$ cat config.mk
export PLATFORM = sky130hd
export DESIGN_NAME = pseq_scanner
export DESIGN_NICKNAME = d
export VERILOG_FILES = /design/src/rtl/pseq_pkg.sv /design/src/rtl/pseq_field_pick.sv /design/src/rtl/pseq_regs.sv /design/src/rtl/pseq_fsm.sv /design/src/rtl/pseq_scanner.sv
export SDC_FILE = /design/constraint.sdc
export NUM_CORES = 1
export LEC_CHECK = 0
export BUFFER_PORTS_ARGS = -buffer_cell sky130_fd_sc_hd__buf_4
export CORE_MARGIN = 2
export CORE_UTILIZATION = 30
export DETAILED_ROUTE_END_ITERATION = 10
export HOLD_SLACK_MARGIN = 0.05
export PLACE_DENSITY = 0.46
export REMOVE_ABC_BUFFERS = 1
export SLEW_MARGIN = 30
export SYNTH_ARGS = -nofsm -noshare
export SYNTH_HDL_FRONTEND = slang
export SYNTH_SLANG_ARGS = --single-unit
$ cat constraint.sdc
create_clock -name clk -period 6.2 [get_ports clk]
set_input_delay 1.55 -clock clk [delete_from_list [all_inputs] [get_ports clk]]
set_output_delay 1.55 -clock clk [all_outputs]
set_load 0.02 [all_outputs]
$ cat src/rtl/pseq_pkg.sv
`timescale 1ns/1ps
package pseq_pkg;
   typedef enum logic [1:0] {
      ST_IDLE = 2'd0,
      ST_REQ  = 2'd1,
      ST_WAIT = 2'd2
   } pseq_state_e;

   localparam int unsigned ADDR_CFG       = 0;
   localparam int unsigned ADDR_STAT      = 1;
   localparam int unsigned ADDR_DATA_BASE = 2;
endpackage

$ cat src/rtl/pseq_field_pick.sv
`timescale 1ns/1ps
module pseq_field_pick #(
   parameter int STEPS    = 4,
   parameter int CHAN_W   = 5,
   parameter int MAX_CHAN = 17,
   parameter int IDX_W    = 2
) (
   input  logic [STEPS*CHAN_W-1:0] fields,
   input  logic [IDX_W-1:0]        idx,
   output logic [CHAN_W-1:0]       chan,
   output logic                    chan_ok
);
   logic [STEPS-1:0][CHAN_W-1:0] field_arr;

   for (genvar i = 0; i < STEPS; i++) begin : g_unpack
      assign field_arr[i] = fields[i*CHAN_W +: CHAN_W];
   end

   assign chan = field_arr[idx];

   // Range check only exists when some field codes are out of range
   if (MAX_CHAN >= (2**CHAN_W) - 1) begin : g_all_valid
      assign chan_ok = 1'b1;
   end else begin : g_range_chk
      assign chan_ok = (chan <= CHAN_W'(MAX_CHAN));
   end
endmodule

$ cat src/rtl/pseq_regs.sv
`timescale 1ns/1ps
module pseq_regs
   import pseq_pkg::*;
#(
   parameter int STEPS  = 4,
   parameter int DATA_W = 16,
   parameter int REG_W  = 32,
   parameter int ADDR_W = 3,
   parameter int CFG_W  = 22,
   parameter int IDX_W  = 2
) (
   input  logic              clk,
   input  logic              rst_n,
   input  logic [ADDR_W-1:0] reg_addr,
   input  logic              reg_we,
   input  logic [REG_W-1:0]  reg_wdata,
   output logic [REG_W-1:0]  reg_rdata,
   input  logic              busy,
   input  logic              set_done,
   input  logic              set_err,
   input  logic              cap_en,
   input  logic [IDX_W-1:0]  cap_idx,
   input  logic [DATA_W-1:0] cap_data,
   output logic [CFG_W-1:0]  cfg_q
);
   logic                         done_r, err_r;
   logic                         stat_wr;
   logic [STEPS-1:0][DATA_W-1:0] data_vec;
   logic                         unused_wdata_hi;

   assign unused_wdata_hi = ^reg_wdata[REG_W-1:CFG_W];
   assign stat_wr = reg_we && (reg_addr == ADDR_W'(ADDR_STAT));

   always_ff @(posedge clk or negedge rst_n) begin
      if (!rst_n) begin
         cfg_q <= '0;
      end else if (reg_we && (reg_addr == ADDR_W'(ADDR_CFG))) begin
         cfg_q <= reg_wdata[CFG_W-1:0];
      end
   end

   // Sticky flags: a set in the same cycle beats a write-one clear
   always_ff @(posedge clk or negedge rst_n) begin
      if (!rst_n) begin
         done_r <= 1'b0;
         err_r  <= 1'b0;
      end else begin
         done_r <= (done_r & ~(stat_wr & reg_wdata[0])) | set_done;
         err_r  <= (err_r  & ~(stat_wr & reg_wdata[1])) | set_err;
      end
   end

   for (genvar i = 0; i < STEPS; i++) begin : g_data
      logic [DATA_W-1:0] q;
      always_ff @(posedge clk or negedge rst_n) begin
         if (!rst_n) begin
            q <= '0;
         end else if (cap_en && (cap_idx == IDX_W'(i))) begin
            q <= cap_data;
         end else if (reg_we && (reg_addr == ADDR_W'(ADDR_DATA_BASE + i))) begin
            q <= reg_wdata[DATA_W-1:0];
         end
      end
      assign data_vec[i] = q;
   end

   always_comb begin
      reg_rdata = '0;
      if (reg_addr == ADDR_W'(ADDR_CFG)) begin
         reg_rdata[CFG_W-1:0] = cfg_q;
      end
      if (reg_addr == ADDR_W'(ADDR_STAT)) begin
         reg_rdata[2:0] = {busy, err_r, done_r};
      end
      for (int i = 0; i < STEPS; i++) begin
         if (reg_addr == ADDR_W'(ADDR_DATA_BASE + i)) begin
            reg_rdata[DATA_W-1:0] = data_vec[i];
         end
      end
   end
endmodule

$ cat src/rtl/pseq_fsm.sv
`timescale 1ns/1ps
module pseq_fsm
   import pseq_pkg::*;
#(
   parameter int STEPS    = 4,
   parameter int CHAN_W   = 5,
   parameter int MAX_CHAN = 17,
   parameter int DATA_W   = 16,
   parameter int LEN_W    = 2,
   parameter int IDX_W    = 2
) (
   input  logic                      clk,
   input  logic                      rst_n,
   input  logic                      start_trig,
   input  logic [STEPS*CHAN_W+LEN_W-1:0] cfg_q,
   input  logic                      conv_done,
   input  logic [DATA_W-1:0]         conv_data,
   output logic                      conv_req,
   output logic [CHAN_W-1:0]         conv_chan,
   output logic                      busy,
   output logic                      seq_end_pulse,
   output logic                      set_done,
   output logic                      set_err,
   output logic                      cap_en,
   output logic [IDX_W-1:0]          cap_idx,
   output logic [DATA_W-1:0]         cap_data
);
   localparam int FLD_W = STEPS * CHAN_W;

   pseq_state_e       state_q, state_d;
   logic [FLD_W-1:0]  snap_q, snap_d;
   logic [IDX_W-1:0]  step_q, step_d;
   logic [IDX_W-1:0]  wr_q, wr_d;
   logic              end_q;
   logic              finish;
   logic              last_step;
   logic [CHAN_W-1:0] cur_chan;
   logic              cur_ok;

   pseq_field_pick #(
      .STEPS(STEPS), .CHAN_W(CHAN_W), .MAX_CHAN(MAX_CHAN), .IDX_W(IDX_W)
   ) u_pick (
      .fields (snap_q),
      .idx    (step_q),
      .chan   (cur_chan),
      .chan_ok(cur_ok)
   );

   assign last_step = (step_q == IDX_W'(STEPS - 1));

   always_comb begin
      state_d = state_q;
      snap_d  = snap_q;
      step_d  = step_q;
      wr_d    = wr_q;
      finish  = 1'b0;
      set_err = 1'b0;
      cap_en  = 1'b0;
      unique case (state_q)
         ST_IDLE: begin
            if (start_trig) begin
               snap_d  = cfg_q[FLD_W-1:0];
               // Short sequences occupy the top end of the field list
               step_d  = IDX_W'(STEPS - 1) - cfg_q[FLD_W +: LEN_W];
               wr_d    = '0;
               state_d = ST_REQ;
            end
         end
         ST_REQ: begin
            if (cur_ok) begin
               state_d = ST_WAIT;
            end else begin
               set_err = 1'b1;
               if (last_step) begin
                  finish  = 1'b1;
                  state_d = ST_IDLE;
               end else begin
                  step_d = step_q + IDX_W'(1);
               end
            end
         end
         ST_WAIT: begin
            if (conv_done) begin
               cap_en = 1'b1;
               wr_d   = wr_q + IDX_W'(1);
               if (last_step) begin
                  finish  = 1'b1;
                  state_d = ST_IDLE;
               end else begin
                  step_d  = step_q + IDX_W'(1);
                  state_d = ST_REQ;
               end
            end
         end
         default: state_d = ST_IDLE;
      endcase
   end

   always_ff @(posedge clk or negedge rst_n) begin
      if (!rst_n) begin
         state_q <= ST_IDLE;
         snap_q  <= '0;
         step_q  <= '0;
         wr_q    <= '0;
         end_q   <= 1'b0;
      end else begin
         state_q <= state_d;
         snap_q  <= snap_d;
         step_q  <= step_d;
         wr_q    <= wr_d;
         end_q   <= finish;
      end
   end

   assign conv_req      = (state_q == ST_REQ) && cur_ok;
   assign conv_chan     = conv_req ? cur_chan : '0;
   assign busy          = (state_q != ST_IDLE);
   assign seq_end_pulse = end_q;
   assign set_done      = finish;
   assign cap_idx       = wr_q;
   assign cap_data      = conv_data;
endmodule

$ cat src/rtl/pseq_scanner.sv
`timescale 1ns/1ps
module pseq_scanner
   import pseq_pkg::*;
#(
   parameter int STEPS    = 4,
   parameter int CHAN_W   = 5,
   parameter int MAX_CHAN = 17,
   parameter int DATA_W   = 16,
   parameter int REG_W    = 32,
   parameter int ADDR_W   = 3
) (
   input  logic              clk,
   input  logic              rst_n,
   input  logic [ADDR_W-1:0] reg_addr,
   input  logic              reg_we,
   input  logic [REG_W-1:0]  reg_wdata,
   output logic [REG_W-1:0]  reg_rdata,
   input  logic              start_trig,
   output logic              conv_req,
   output logic [CHAN_W-1:0] conv_chan,
   input  logic              conv_done,
   input  logic [DATA_W-1:0] conv_data,
   output logic              seq_end_pulse,
   output logic              busy
);
   localparam int LEN_W = $clog2(STEPS);
   localparam int CFG_W = STEPS * CHAN_W + LEN_W;

   if (STEPS < 2 || (1 << LEN_W) != STEPS) begin : g_bad_steps
      $error("STEPS must be a power of two of at least 2");
   end
   if (CFG_W > REG_W) begin : g_bad_cfg
      $error("configuration word does not fit the register width");
   end
   if (DATA_W > REG_W) begin : g_bad_data
      $error("result width exceeds the register width");
   end
   if (MAX_CHAN >= (2**CHAN_W)) begin : g_bad_chan
      $error("MAX_CHAN not representable in CHAN_W bits");
   end
   if (ADDR_DATA_BASE + STEPS > (2**ADDR_W)) begin : g_bad_addr
      $error("address space too small for the data registers");
   end

   logic [CFG_W-1:0]  cfg_q;
   logic              set_done, set_err, cap_en;
   logic [LEN_W-1:0]  cap_idx;
   logic [DATA_W-1:0] cap_data;

   pseq_regs #(
      .STEPS(STEPS), .DATA_W(DATA_W), .REG_W(REG_W), .ADDR_W(ADDR_W),
      .CFG_W(CFG_W), .IDX_W(LEN_W)
   ) u_regs (
      .clk      (clk),
      .rst_n    (rst_n),
      .reg_addr (reg_addr),
      .reg_we   (reg_we),
      .reg_wdata(reg_wdata),
      .reg_rdata(reg_rdata),
      .busy     (busy),
      .set_done (set_done),
      .set_err  (set_err),
      .cap_en   (cap_en),
      .cap_idx  (cap_idx),
      .cap_data (cap_data),
      .cfg_q    (cfg_q)
   );

   pseq_fsm #(
      .STEPS(STEPS), .CHAN_W(CHAN_W), .MAX_CHAN(MAX_CHAN), .DATA_W(DATA_W),
      .LEN_W(LEN_W), .IDX_W(LEN_W)
   ) u_fsm (
      .clk          (clk),
      .rst_n        (rst_n),
      .start_trig   (start_trig),
      .cfg_q        (cfg_q),
      .conv_done    (conv_done),
      .conv_data    (conv_data),
      .conv_req     (conv_req),
      .conv_chan    (conv_chan),
      .busy         (busy),
      .seq_end_pulse(seq_end_pulse),
      .set_done     (set_done),
      .set_err      (set_err),
      .cap_en       (cap_en),
      .cap_idx      (cap_idx),
      .cap_data     (cap_data)
   );
endmodule

Word-level counts from Yosys, hierarchy flattened

Index checks and enable logic that the tools add are counted.
W data, S select, Z words.

Bits in registers: 115
Input port bits: 56
Output and inout bits: 40
Word-level logic and storage cells: 104

$add $sub $neg: 3
Magnitude comparators: 2
Equal/unequal tests: 15
Muxes and demuxes: 39
Bitwise logic cells: 8
Reduce and logical (&&, ||, !) cells: 25

Operators with widths:

| cell                  | number |
|---|---|
| $mux W16              | 12 |
| $mux W22              | 1 |
| $mux W2               | 10 |
| $pmux W2 S3           | 2 |
| $reduce_bool A2 Y1    | 6 |
| $logic_and A1 B1 Y1   | 11 |
| $bmux W5 S2           | 1 |
| $mux W5               | 2 |
| $eq A2 B2 Y1 const B  | 4 |
| $mux W1               | 8 |
| $eq A3 B2 Y1 const B  | 2 |
| $eq A3 B3 Y1 const B  | 2 |
| $ne A2 B2 Y1 const B  | 3 |
| $reduce_and A3 Y1     | 2 |
| $le A5 B5 Y1 const B  | 1 |
| $add A2 B1 Y2 const B | 2 |
| $and A1 B1 Y1         | 4 |
| $eq A2 B1 Y1 const B  | 2 |
| $logic_not A2 Y1      | 2 |
| $pmux W2 S2           | 1 |
| $reduce_and A4 Y1     | 1 |
| $eq A3 B1 Y1 const B  | 1 |
| $logic_not A3 Y1      | 1 |
| $lt A2 B3 Y1 const B  | 1 |
| 8 further kinds       | 10 |

Depth between registers and ports, before layout

Word-level depth: 7
Mapped depth: 10
Mapped depth without buffers: 7

Modules after synthesis

A second synthesis with hierarchy kept.

Cell total of the unflattened synthesis: 593
Area, all modules: 6349.8 sq um

By module, submodules not included:

| module          | times used | cells an instance | area an instance (sq um) | seq. area each (sq um) |
|---|---|---|---|---|
| pseq_regs       | 1          | 462               | 4767.1                   | 2202.1 |
| pseq_fsm        | 1          | 124               | 1438.9                   | 675.6 |
| pseq_field_pick | 1          | 7                 | 143.9                    | 0.0 |

Worst setup path after synthesis

Ideal clock, no wire load.

Path type: input port to output port
From: input reg_addr[1]
To: output reg_rdata[1]
Arrival time: 2.848 ns
Data required time: 4.650 ns
Slack: 1.802 ns
Stages: 5
Path buffers: 2
Path through: clkbuf_1 -> clkbuf_1 -> mux2_2 -> a22oi_1 -> o221ai_1

Word-level cells in the longest chain between the ends: 7
Elaborated cells on any way between the ends: 12
Classes of those cells: eq/ne (5); mux (6); reduce/logical (1)

RTL lines:

| item                  | RTL line           | source |
|---|---|---|
| start, declared       | pseq_scanner.sv:14 | `input logic [ADDR_W-1:0] reg_addr,` |
| $logic_not A3 Y1      | pseq_regs.sv:69    | `if (reg_addr == ADDR_W'(ADDR_CFG)) begin` |
| $mux W22              | pseq_regs.sv:69    |  |
| $mux W3               | pseq_regs.sv:72    | `if (reg_addr == ADDR_W'(ADDR_STAT)) begin` |
| $mux W16 (3 in a row) | pseq_regs.sv:76    | `if (reg_addr == ADDR_W'(ADDR_DATA_BASE + i)) begin` |
| $mux W16 *            | pseq_regs.sv:76    |  |
| end, declared         | pseq_scanner.sv:17 | `output logic [REG_W-1:0] reg_rdata,` |

Every way passes the cells marked *; elsewhere a longest branch is shown, timed or not.

Final worst setup path

From: input reg_addr[0]
To: output reg_rdata[12]

Word-level cells in the longest chain between the ends: 6
Elaborated cells on any way between the ends: 10
Classes of those cells: eq/ne (4); mux (5); reduce/logical (1)

RTL lines:

| item                  | RTL line |
|---|---|
| $logic_not A3 Y1      | pseq_regs.sv:69 |
| $mux W22              | pseq_regs.sv:69 |
| $mux W16 (3 in a row) | pseq_regs.sv:76 |
| $mux W16 *            | pseq_regs.sv:76 |

Marked as above.

==> impl_metrics.toml <==
[route]
wl_mm = 16.0
routedWlPerCell_um = 17.6
drt_iter0_drc = 214
remaining_drc_errors = 0
via_count = 4440
ant_nets = 0
dr.pass1.iters = 5
via_per_inst = 4.86

[global_route]
gr-usage-met1_pct = 21.1
grt.busiest_layer = "met2"
grt_pass1_wl_mm = 25.4
grt_pass1_vias = 4552
met3_usage_pct = 2.94
antenna_found_initial = 0
gr-total-overflow = 0
grtUsageMet2_pct = 24.7
grt_start_max_net_pins = 76
grtUsageTotal_pct = 15.4

[cells_and_area]
syn2layout_area_growth_pct = 22.7
layout_common_cells = "115 x dfrtp_1, 90 x mux2i_1, 82 x buf_4, 50 x nand2_1, 49 x a21oi_1"
drive_gt1_share_pct = 25.6
regArea_um2 = 2880
final_common_cell = "dfrtp_1"
insertedDiodeCount = 0
fin_cells = 913
fillCellCount = 1967
multiInputGateArea_um2 = 2970
nets = 700

[power_and_ir_drop]
power.leakage_nw = 3.72
power_density_nw_per_um2 = 431
peakVddDrop_mv = 0.194

[timing]
worst_slew_pin_slew_ns = 0.890
final.period_utilization_pct = 76.7
period_needed_ns = 4.75
skew_ns = 0.00852
report.final.slew_viol_count = 0
fin_setup_tns_ns = 0
rsz0062_at_grt = "no"
hold_viol_final = 0
fmax_mhz = 210
relSlewSlack_pct = 40.5
setup_viol = 0

[synth]
avgSynthCellArea_um2 = 10.6
ys_types = 42
yosysWarnings = 0
synthCells = 570
ys_ff_latch = 115
syn-cell-area_um2 = 6060
yosysSeqAreaShare_pct = 47.5

[setup_path]
critical_path_required_ns = 4.65
regToRegStartpoint = "u_fsm.state_q[0]"
crit_type = "primary input to output port"
endpoint_kind = "output port"
path_max_fanout = 39
worst_ep_arrival_time_ns = 3.20
critical_path.startpoint = "reg_addr[0]"
critPathLaunchType = "primary input"

[clocking]
cts-root-buf = "clkbuf_16"
path_clk_slew_ns = 0.05
ctsHoldBuffers = 0
numCtsBuffers = 17
clock_latency_ns = 0.41
cts_tree = "done"
postCtsResizedCells = 0
cts.path.max_buffers = 2
cts.sink_count = 115
htree_levels = 4
postCtsSetupBuffers = 0

[job]
drv_cap = 0

[floorplan]
die_y_um = 146
die_x_um = 146
io_pins = 96
core-area_um2 = 19700
dieArea_um2 = 21400
initial_core_util_pct = 30.8
fp-row-count = 51

[placed_design]
dpl.hpwl_mm = 10.6
place.gp.congestion = 0.712
port_buffers = 75
dp_cells = 881

[worst_hold_path]
hold_path.class = "flop to flop"
min_from = "u_regs.g_data[2].q[10]"

[run_status]
status = "completed"
==> final timing paths <==
check / to / slack [ns] / cells past startpoint
setup / recovery: reg_rdata[12] / 1.45 / 5
hold / removal: u_regs.g_data[2].q[10] / 0.48 / 2
setup reg to reg: u_regs.g_data[1].q[2] / 3.57 / 9
hold reg to reg: u_regs.g_data[2].q[10] / 0.48 / 2
max in group asynchronous: u_regs.g_data[3].q[14] / 3.97 / 2
min in group asynchronous: u_regs.g_data[2].q[10] / 1.18 / 1
==> where the power goes <==
part,leakage [nW],internal [mW],switching (mW)
registers,1.38,1.03,0.176
logic,2.05,0.482,0.518
clock network,0.296,0.660,0.343
==> stage by stage <==
stage | setup slack, ns | utilization, % | hold slack [ns] | instance area (um2) | total power [mW]
4_1_cts | 1.34 | 37.9 | 0.481 | 7440 | 3.26
6_report | 1.45 | 37.9 | 0.477 | 7440 | 3.21
5_1_grt | 1.31 | 37.9 | 0.499 | 7440 | 3.42
2_1_floorplan | 2.32 | - | 0.441 | 5860 | 1.87
3_5_place_dp | 1.34 | 34.8 | 0.469 | 6840 | 2.23
3_3_place_gp | 1.42 | 34.7 | 0.459 | 6830 | 2.20
==> worst max-delay path, stage by stage <==
cell	delay [ns]
buf_4	0.45
and2_1	0.63
a21oi_1	0.15
o22ai_1	0.21
buf_4	0.19
==> sequential cells by signal, summed over array words and instances, names as in the netlist <==
signal               flops
u_fsm.step_q             2
u_fsm.seq_end_pulse      1
u_fsm.cap_idx            2
u_fsm.snap_q            20
u_fsm.state_q            2
u_regs.g_data.q         64
u_regs.cfg_q            22
u_regs.err_r             1
u_regs.done_r            1
==> cells in the mapped netlist <==
cell,number,area share (%)
a22o_2,1,0.17
nand4b_1,1,0.14
nor2_1,48,3.0
o21ai_0,36,3.0
dfrtp_1,115,47
mux2i_1,90,15
buf_6,1,0.19
a22oi_1,7,0.87
ha_1,9,1.9
nor4bb_1,2,0.33
a32oi_1,1,0.14
nor3_1,4,0.33
nand2_1,51,3.2
inv_1,7,0.43
and2_2,1,0.12
and3b_1,1,0.14
mux2_1,1,0.19
a21oi_1,50,4.1
a2bb2oi_1,1,0.14
o31a_1,1,0.14
buf_1,3,0.19
o21ai_1,1,0.082
mux2_2,44,8.2
nand2b_1,2,0.21
o221ai_1,3,0.43
nor4b_1,1,0.14
a211o_1,3,0.43
o21ai_4,1,0.27
a21o_1,1,0.12
mux4_1,3,1.3
o22ai_1,13,1.3
nor2b_1,3,0.31
nand3_1,3,0.25
buf_4,10,1.2
o31ai_1,1,0.12
clkbuf_1,20,1.2
and2_1,13,1.3
mux4_2,2,0.74
buf_2,12,0.99
a211oi_1,1,0.12
conb_1,1,0.062
nand3b_1,1,0.12
==> metal layers <==
| metal | vias up | wire, um |
|---|---|---|
| met1 | 2194 | 7750 |
| li1 | 2145 | - |
| met3 | 8 | 683 |
| met2 | 93 | 7510 |
| met4 | 0 | 102 |
| met5 | - | 0 |
==> kinds of logic (layout without fill, tap and decap cells) <==
kind of cell	after synthesis	after routing	share of synthesized area (%)
compound gates	121	121	11.5
fa+ha+maj	9	9	1.86
buf+inv	53	122	4.27
flops	115	115	47.5
mux	140	140	25.3
other cells	1	10	0.0619
simple gates	131	131	9.58
==> layout make-up <==
class                      count  area share, %
timing repair buffer          83           8.42
sequential                   115           38.7
tap                          265           4.46
inverter                       7          0.353
clock inverter                10           1.75
multi-input combinational    411           40.0
clock buffer                  22           6.37
(Power assumes the default switching activity.)
